### src/rtl/spi_xfer_pkg.sv
package spi_xfer_pkg;
  typedef enum logic [1:0] {ST_IDLE, ST_RUN, ST_FIN} st_e;

  function automatic int fmt_width(input logic [1:0] fmt);
    case (fmt)
      2'd0: return 8;
      2'd1: return 12;
      2'd2: return 16;
      default: return 32;
    endcase
  endfunction
endpackage

### src/rtl/spi_tick_gen.sv
module spi_tick_gen #(
  parameter int DIV_W = 16
) (
  input  logic             clk_i,
  input  logic             rst_ni,
  input  logic             en_i,
  input  logic [DIV_W-1:0] div_i,
  output logic             tick_o
);
  logic [DIV_W-1:0] cnt_q;

  assign tick_o = en_i && (cnt_q == div_i);

  always_ff @(posedge clk_i or negedge rst_ni) begin
    if (!rst_ni)     cnt_q <= '0;
    else if (!en_i)  cnt_q <= '0;
    else if (tick_o) cnt_q <= '0;
    else             cnt_q <= cnt_q + 1'b1;
  end
endmodule

### src/rtl/spi_word_asm.sv
module spi_word_asm #(
  parameter int DATA_W = 32,
  parameter int IDX_W  = 6
) (
  input  logic              clk_i,
  input  logic              rst_ni,
  input  logic              clr_i,
  input  logic              smp_i,
  input  logic [IDX_W-1:0]  pos_i,
  input  logic              miso_i,
  output logic [DATA_W-1:0] next_o
);
  logic [DATA_W-1:0] word_q;

  for (genvar i = 0; i < DATA_W; i++) begin : g_bit
    assign next_o[i] = (smp_i && pos_i == IDX_W'(i)) ? miso_i : word_q[i];
  end

  always_ff @(posedge clk_i or negedge rst_ni) begin
    if (!rst_ni)    word_q <= '0;
    else if (clr_i) word_q <= '0;
    else if (smp_i) word_q <= next_o;
  end
endmodule

### src/rtl/spi_cs_drv.sv
module spi_cs_drv (
  input  logic sw_mode_i,
  input  logic sw_val_i,
  input  logic idle_lvl_i,
  input  logic active_i,
  output logic cs_o
);
  always_comb begin
    if (sw_mode_i) cs_o = sw_val_i;
    else           cs_o = active_i ? ~idle_lvl_i : idle_lvl_i;
  end
endmodule

### src/rtl/spi_xfer_eng.sv
module spi_xfer_eng
  import spi_xfer_pkg::*;
#(
  parameter int DATA_W = 32,
  parameter int DIV_W  = 16,
  parameter int LEN_W  = 16
) (
  input  logic              clk_i,
  input  logic              rst_ni,
  input  logic [DIV_W-1:0]  div_i,
  input  logic [1:0]        fmt_i,
  input  logic              msb_first_i,
  input  logic              cpol_i,
  input  logic              drive_pos_i,
  input  logic              cs_idle_i,
  input  logic              cs_sw_mode_i,
  input  logic              cs_sw_val_i,
  input  logic              multi_i,
  input  logic [LEN_W-1:0]  len_i,
  input  logic              tx_en_i,
  input  logic              rx_en_i,
  input  logic [DATA_W-1:0] cmd_i,
  input  logic [1:0]        cmd_nbytes_i,
  input  logic              cmd_start_i,
  input  logic [DATA_W-1:0] tx_data_i,
  input  logic              tx_empty_i,
  output logic              tx_pop_o,
  output logic [DATA_W-1:0] rx_data_o,
  input  logic              rx_full_i,
  output logic              rx_push_o,
  output logic              sclk_o,
  output logic              mosi_o,
  input  logic              miso_i,
  output logic              cs_o,
  output logic              busy_o,
  output logic              done_o,
  output logic              frame_end_o,
  output logic              tx_uflow_o,
  output logic              rx_oflow_o
);
  localparam int SEL_W = $clog2(DATA_W);
  localparam int IDX_W = SEL_W + 1;

  st_e st_q;
  logic sclk_q, cpol_q, drv_q, msb_q, cmd_q, tx_act_q, rx_act_q, pend_q;
  logic [IDX_W-1:0] w_q, tx_bit_q, rx_bit_q, tx_pos, rx_pos, w_fmt, w_cmd;
  logic [DATA_W-1:0] tx_word_q, rx_next, rx_data_q;
  logic [LEN_W-1:0] left_q;
  logic push_q, fe_q, done_q, uf_q, of_q;
  logic tick, idle, start_cmd, start_data, launch, smp, load_mid, use_tx;
  logic uf_now, last_bit, word_done, last_word;

  always_comb begin
    idle       = (st_q == ST_IDLE);
    start_cmd  = idle && cmd_start_i;
    start_data = idle && !cmd_start_i && (tx_en_i || rx_en_i);
    launch     = tick && (drv_q ^ sclk_q);
    smp        = tick && !(drv_q ^ sclk_q);
    load_mid   = launch && pend_q;
    use_tx     = start_data ? tx_en_i : (load_mid && tx_act_q);
    tx_pop_o   = use_tx && !tx_empty_i;
    uf_now     = use_tx && tx_empty_i;
    last_bit   = (rx_bit_q == w_q - 1'b1);
    word_done  = smp && last_bit;
    last_word  = (left_q == '0);
    tx_pos     = msb_q ? (w_q - 1'b1 - tx_bit_q) : tx_bit_q;
    rx_pos     = msb_q ? (w_q - 1'b1 - rx_bit_q) : rx_bit_q;
    w_fmt      = IDX_W'(fmt_width(fmt_i));
    w_cmd      = IDX_W'({cmd_nbytes_i + 2'd0, 3'b000}) + IDX_W'(8);
  end

  spi_tick_gen #(.DIV_W(DIV_W)) u_tick (
    .clk_i (clk_i),
    .rst_ni(rst_ni),
    .en_i  (st_q == ST_RUN),
    .div_i (div_i),
    .tick_o(tick)
  );

  spi_word_asm #(.DATA_W(DATA_W), .IDX_W(IDX_W)) u_asm (
    .clk_i (clk_i),
    .rst_ni(rst_ni),
    .clr_i (start_cmd || start_data || load_mid),
    .smp_i (smp),
    .pos_i (rx_pos),
    .miso_i(miso_i),
    .next_o(rx_next)
  );

  spi_cs_drv u_cs (
    .sw_mode_i (cs_sw_mode_i),
    .sw_val_i  (cs_sw_val_i),
    .idle_lvl_i(cs_idle_i),
    .active_i  (!idle),
    .cs_o      (cs_o)
  );

  always_ff @(posedge clk_i or negedge rst_ni) begin
    if (!rst_ni) begin
      st_q      <= ST_IDLE;
      sclk_q    <= 1'b0;
      cpol_q    <= 1'b0;
      drv_q     <= 1'b0;
      msb_q     <= 1'b1;
      cmd_q     <= 1'b0;
      tx_act_q  <= 1'b0;
      rx_act_q  <= 1'b0;
      pend_q    <= 1'b0;
      w_q       <= IDX_W'(8);
      tx_bit_q  <= '0;
      rx_bit_q  <= '0;
      tx_word_q <= '0;
      left_q    <= '0;
    end else begin
      unique case (st_q)
        ST_IDLE: begin
          sclk_q   <= cpol_i;
          tx_bit_q <= '0;
          rx_bit_q <= '0;
          pend_q   <= 1'b0;
          if (start_cmd || start_data) begin
            st_q   <= ST_RUN;
            cpol_q <= cpol_i;
            drv_q  <= drive_pos_i;
            msb_q  <= msb_first_i;
            cmd_q  <= start_cmd;
          end
          if (start_cmd) begin
            w_q       <= w_cmd;
            tx_word_q <= cmd_i;
            left_q    <= '0;
            tx_act_q  <= 1'b0;
            rx_act_q  <= 1'b0;
          end else if (start_data) begin
            w_q       <= w_fmt;
            tx_word_q <= tx_pop_o ? tx_data_i : '0;
            left_q    <= multi_i ? len_i : '0;
            tx_act_q  <= tx_en_i;
            rx_act_q  <= rx_en_i;
          end
        end
        ST_RUN: begin
          if (tick) sclk_q <= ~sclk_q;
          if (launch) begin
            if (pend_q) begin
              // next word goes on the line at the first launch after the last sample
              tx_word_q <= tx_pop_o ? tx_data_i : '0;
              tx_bit_q  <= '0;
              pend_q    <= 1'b0;
            end else if (rx_bit_q != '0) begin
              tx_bit_q <= tx_bit_q + 1'b1;
            end
          end
          if (smp) begin
            if (last_bit) begin
              rx_bit_q <= '0;
              if (last_word) st_q <= ST_FIN;
              else begin
                pend_q <= 1'b1;
                left_q <= left_q - 1'b1;
              end
            end else begin
              rx_bit_q <= rx_bit_q + 1'b1;
            end
          end
        end
        default: begin
          sclk_q <= cpol_q;
          st_q   <= ST_IDLE;
        end
      endcase
    end
  end

  always_ff @(posedge clk_i or negedge rst_ni) begin
    if (!rst_ni) begin
      push_q    <= 1'b0;
      of_q      <= 1'b0;
      uf_q      <= 1'b0;
      fe_q      <= 1'b0;
      done_q    <= 1'b0;
      rx_data_q <= '0;
    end else begin
      push_q <= word_done && rx_act_q && !rx_full_i;
      of_q   <= word_done && rx_act_q && rx_full_i;
      uf_q   <= uf_now;
      fe_q   <= (st_q == ST_FIN);
      done_q <= (st_q == ST_FIN) && !cmd_q;
      if (word_done) rx_data_q <= rx_next;
    end
  end

  assign sclk_o      = sclk_q;
  assign mosi_o      = tx_word_q[tx_pos[SEL_W-1:0]];
  assign rx_data_o   = rx_data_q;
  assign rx_push_o   = push_q;
  assign rx_oflow_o  = of_q;
  assign tx_uflow_o  = uf_q;
  assign frame_end_o = fe_q;
  assign done_o      = done_q;
  assign busy_o      = !idle;
endmodule

### config.mk
export PLATFORM = sky130hd
export DESIGN_NAME = spi_xfer_eng
export DESIGN_NICKNAME = d
export VERILOG_FILES = /design/src/rtl/spi_xfer_pkg.sv /design/src/rtl/spi_tick_gen.sv /design/src/rtl/spi_word_asm.sv /design/src/rtl/spi_cs_drv.sv /design/src/rtl/spi_xfer_eng.sv
export SDC_FILE = /design/constraint.sdc
export NUM_CORES = 1
export LEC_CHECK = 0
export BUFFER_PORTS_ARGS = -buffer_cell sky130_fd_sc_hd__buf_2
export CORE_ASPECT_RATIO = 0.5
export CORE_UTILIZATION = 50
export CTS_CLUSTER_SIZE = 24
export DETAILED_ROUTE_END_ITERATION = 7
export PLACE_DENSITY = 0.7
export SETUP_SLACK_MARGIN = 0.15
export SLEW_MARGIN = 0
export SYNTH_ARGS = -nofsm -noshare
export SYNTH_HDL_FRONTEND = slang
export SYNTH_SLANG_ARGS = --single-unit
### constraint.sdc
create_clock -name clk_i -period 3.4 [get_ports clk_i]
set_input_delay 0.17 -clock clk_i [delete_from_list [all_inputs] [get_ports clk_i]]
set_output_delay 0.17 -clock clk_i [all_outputs]
set_load 0.005 [all_outputs]
==> impl_metrics.tcl <==
set metrics [dict create \
    crit_start "w_q[3]" \
    cts_buffer_depth 2 \
    gr-usage-all-layers 0.295 \
    clk_pin_slew_ps 70 \
    whs_path_depth 2 \
    nNetsFinal 1281 \
    clockRootBuffer "clkbuf_16" \
    placed_cells 1361 \
    gr-total-overflow 0 \
    ys_ff_latch 158 \
    cts_made_buffers 17 \
    relSlewSlack 0.351 \
    port_buffers 156 \
    vias_per_cell 6.23 \
    htreeDepth 4 \
    rsz0062_at_grt "true" \
    wl_per_cell_um 19.2 \
    worstMarginPinSlew_ps 966 \
    synth_seq_area_share 0.434 \
    final_cells 1400 \
    grt_pass1_vias 8320 \
    period_minus_slack_ps 3130 \
    grt_pass1_wl_um 43500 \
    setup_violations 0 \
    synth_nets 1122 \
    die_h_um 97.5 \
    crit_fanout 4 \
    final.period_utilization 0.920 \
    clock_sinks 158 \
    rr_startpoint "w_q[3]" \
    dieArea_sq_um 18800 \
    layout-drive-gt1-share 0.252 \
    cap_violations 0 \
    drc_errors 8 \
    grt_antenna_before_repair 0 \
    ys.flop_type "dfrtp_1" \
    fmax_ghz 0.320 \
    fin_worst_skew_ps 8.55 \
    synth.distinct_cells 74 \
    hpwl_um 18800 \
    final_cell_mix "dfrtp_1 (156), buf_2 (155), nand2_1 (108), nor2_1 (82), a21oi_1 (68)" \
    rows 34 \
    routabilityCongestion 0.966 \
    arrival_ps 2960 \
    yosys_warnings 0 \
    async_flop_share 1.00 \
    powerDensity_nw_per_um2 386 \
    n_antenna_cell 0 \
    dieWidth_um 193 \
    ant_nets 0 \
    end_kind "output pin" \
    netlist_instances 995 \
    finalSetupTns_ps 0 \
    routed_wl_um 26800 \
    status "finished, violations left" \
    vias 8724 \
    core_area_sq_um 17600 \
    hold_start "tx_empty_i" \
    cp-start-kind "register" \
    required_ps 3230 \
    path_class "register to output pin" \
    ios 157 \
    hold_class "input pin to register" \
    drv_slew 0 \
    leakage_nw 4.74 \
    drt_first_pass_iters 8 \
    hold_viol 0 \
    vdd_drop_max_mv 0.339 \
    r2r_cells 9 \
    grt_max_degree 97 \
    syn-cell-area_sq_um 9120 \
    area_growth_pct 20.1 \
    clk_latency_ps 430 \
    synth_edf_count 0 \
    initial_core_util 0.518 \
    dr.first_iter.drc_count 764 \
    cts_tree "done" \
    failed_checks "design-rule violations" \
    final_common_cell "dfrtp_1" \
    avgSynthCellArea_sq_um 9.16 \
]
## flip-flops by register name (all words and copies together) (netlist names), 2 cells and up
signal and flops:
rx_bit_q 6, rx_data_o 32, u_asm.word_q 32, tx_word_q 32
st_q 2, tx_bit_q 5, u_tick.cnt_q 16, left_q 16
w_q 4
## synth_stat cells (15+ instances only)
library cell | instances | area share
nor3_1 | 23 | 0.013
o211ai_1 | 20 | 0.016
dfrtp_1 | 156 | 0.43
inv_1 | 24 | 0.0099
nand3_1 | 45 | 0.025
clkbuf_1 | 40 | 0.016
a31oi_1 | 26 | 0.018
o21ai_0 | 51 | 0.028
a21oi_2 | 29 | 0.028
xnor2_1 | 29 | 0.028
nand2_1 | 108 | 0.044
nand4_1 | 15 | 0.010
a22oi_1 | 36 | 0.030
nor2_1 | 84 | 0.035
a21oi_1 | 70 | 0.038
## power breakdown
| group | switching [mW] | internal [mW] | leakage, nW |
|---|---|---|---|
| registers | 0.0373 | 1.91 | 2.07 |
| logic | 0.213 | 0.157 | 2.39 |
| clock network | 0.789 | 1.12 | 0.268 |
## kinds of logic after synthesis
family,synth area share
AO/OA/AOI/OAI,0.260
AND/OR/NAND/NOR,0.175
flip-flops,0.434
buffers and inverters,0.0417
XOR/XNOR,0.0428
multiplexers,0.0301
adder cells (fa/ha/maj),0.0165
## stage by stage
| step | setup WS (ps) | power [mW] | util | area (sq um) | hold WS [ps] |
|---|---|---|---|---|---|
| CTS | 177 | 4.24 | 0.619 | 10900 | 9.50 |
| global placement | 327 | 2.32 | 0.581 | 10200 | 331 |
| finish | 272 | 4.22 | 0.622 | 11000 | 22.2 |
| detailed placement | 240 | 2.32 | 0.581 | 10200 | 338 |
| floorplan | 422 | 2.14 | - | 9120 | -126 |
| global route | 143 | 4.37 | 0.622 | 11000 | 8.25 |
## final timing paths
kind / to / slack (ps)
setup / recovery: mosi_o / 270
hold / removal: tx_uflow_o / 20
max in group asynchronous: u_tick.cnt_q[2] / 2100
hold reg to reg: done_o / 430
setup reg to reg: left_q[12] / 330
min in group asynchronous: left_q[6] / 410
## critical path, cell delays in order (launching register included)
cell and delay, ps:
dfstp_2 540, inv_1 50, ha_1 280, inv_2 60, ha_4 280, o21ai_1 80
a21oi_1 150, and3b_2 250, xnor2_2 190, mux2_4 320, o211a_1 220, buf_2 130
## metal layers
| metal | global-route usage | part of all wire | vias to the layer above |
|---|---|---|---|
| met3 | 0.0574 | 0.094 | 30 |
| met4 | 0.0649 | 0.011 | 0 |
| met5 | 0 | 0 | - |
| li1 | - | - | 4041 |
| met2 | 0.442 | 0.44 | 443 |
| met1 | 0.441 | 0.45 | 4210 |
## what timing repair did
| item | 4_1_cts | 5_1_grt |
|---|---|---|
| hold endpoints to repair | 97 | 0 |
| hold buffers | 6 | 0 |
| gates resized for setup | 2 | 16 |
| pin swaps | 1 | 4 |
| endpoints found under the setup margin | 1 | 38 |
| buffers inserted | 1 | 1 |
## cell type report
| class | instances | area [sq um] |
|---|---|---|
| Fill cell | 1527 | 6660 |
| Multi-Input combinational cell | 750 | 4870 |
| Sequential cell | 158 | 3960 |
| Timing Repair Buffer | 203 | 1170 |
| Clock buffer | 22 | 464 |
| Tap cell | 234 | 293 |
| Clock inverter | 9 | 113 |
| Inverter | 24 | 90.1 |
Note: power is estimated with default switching activity, not from simulation.
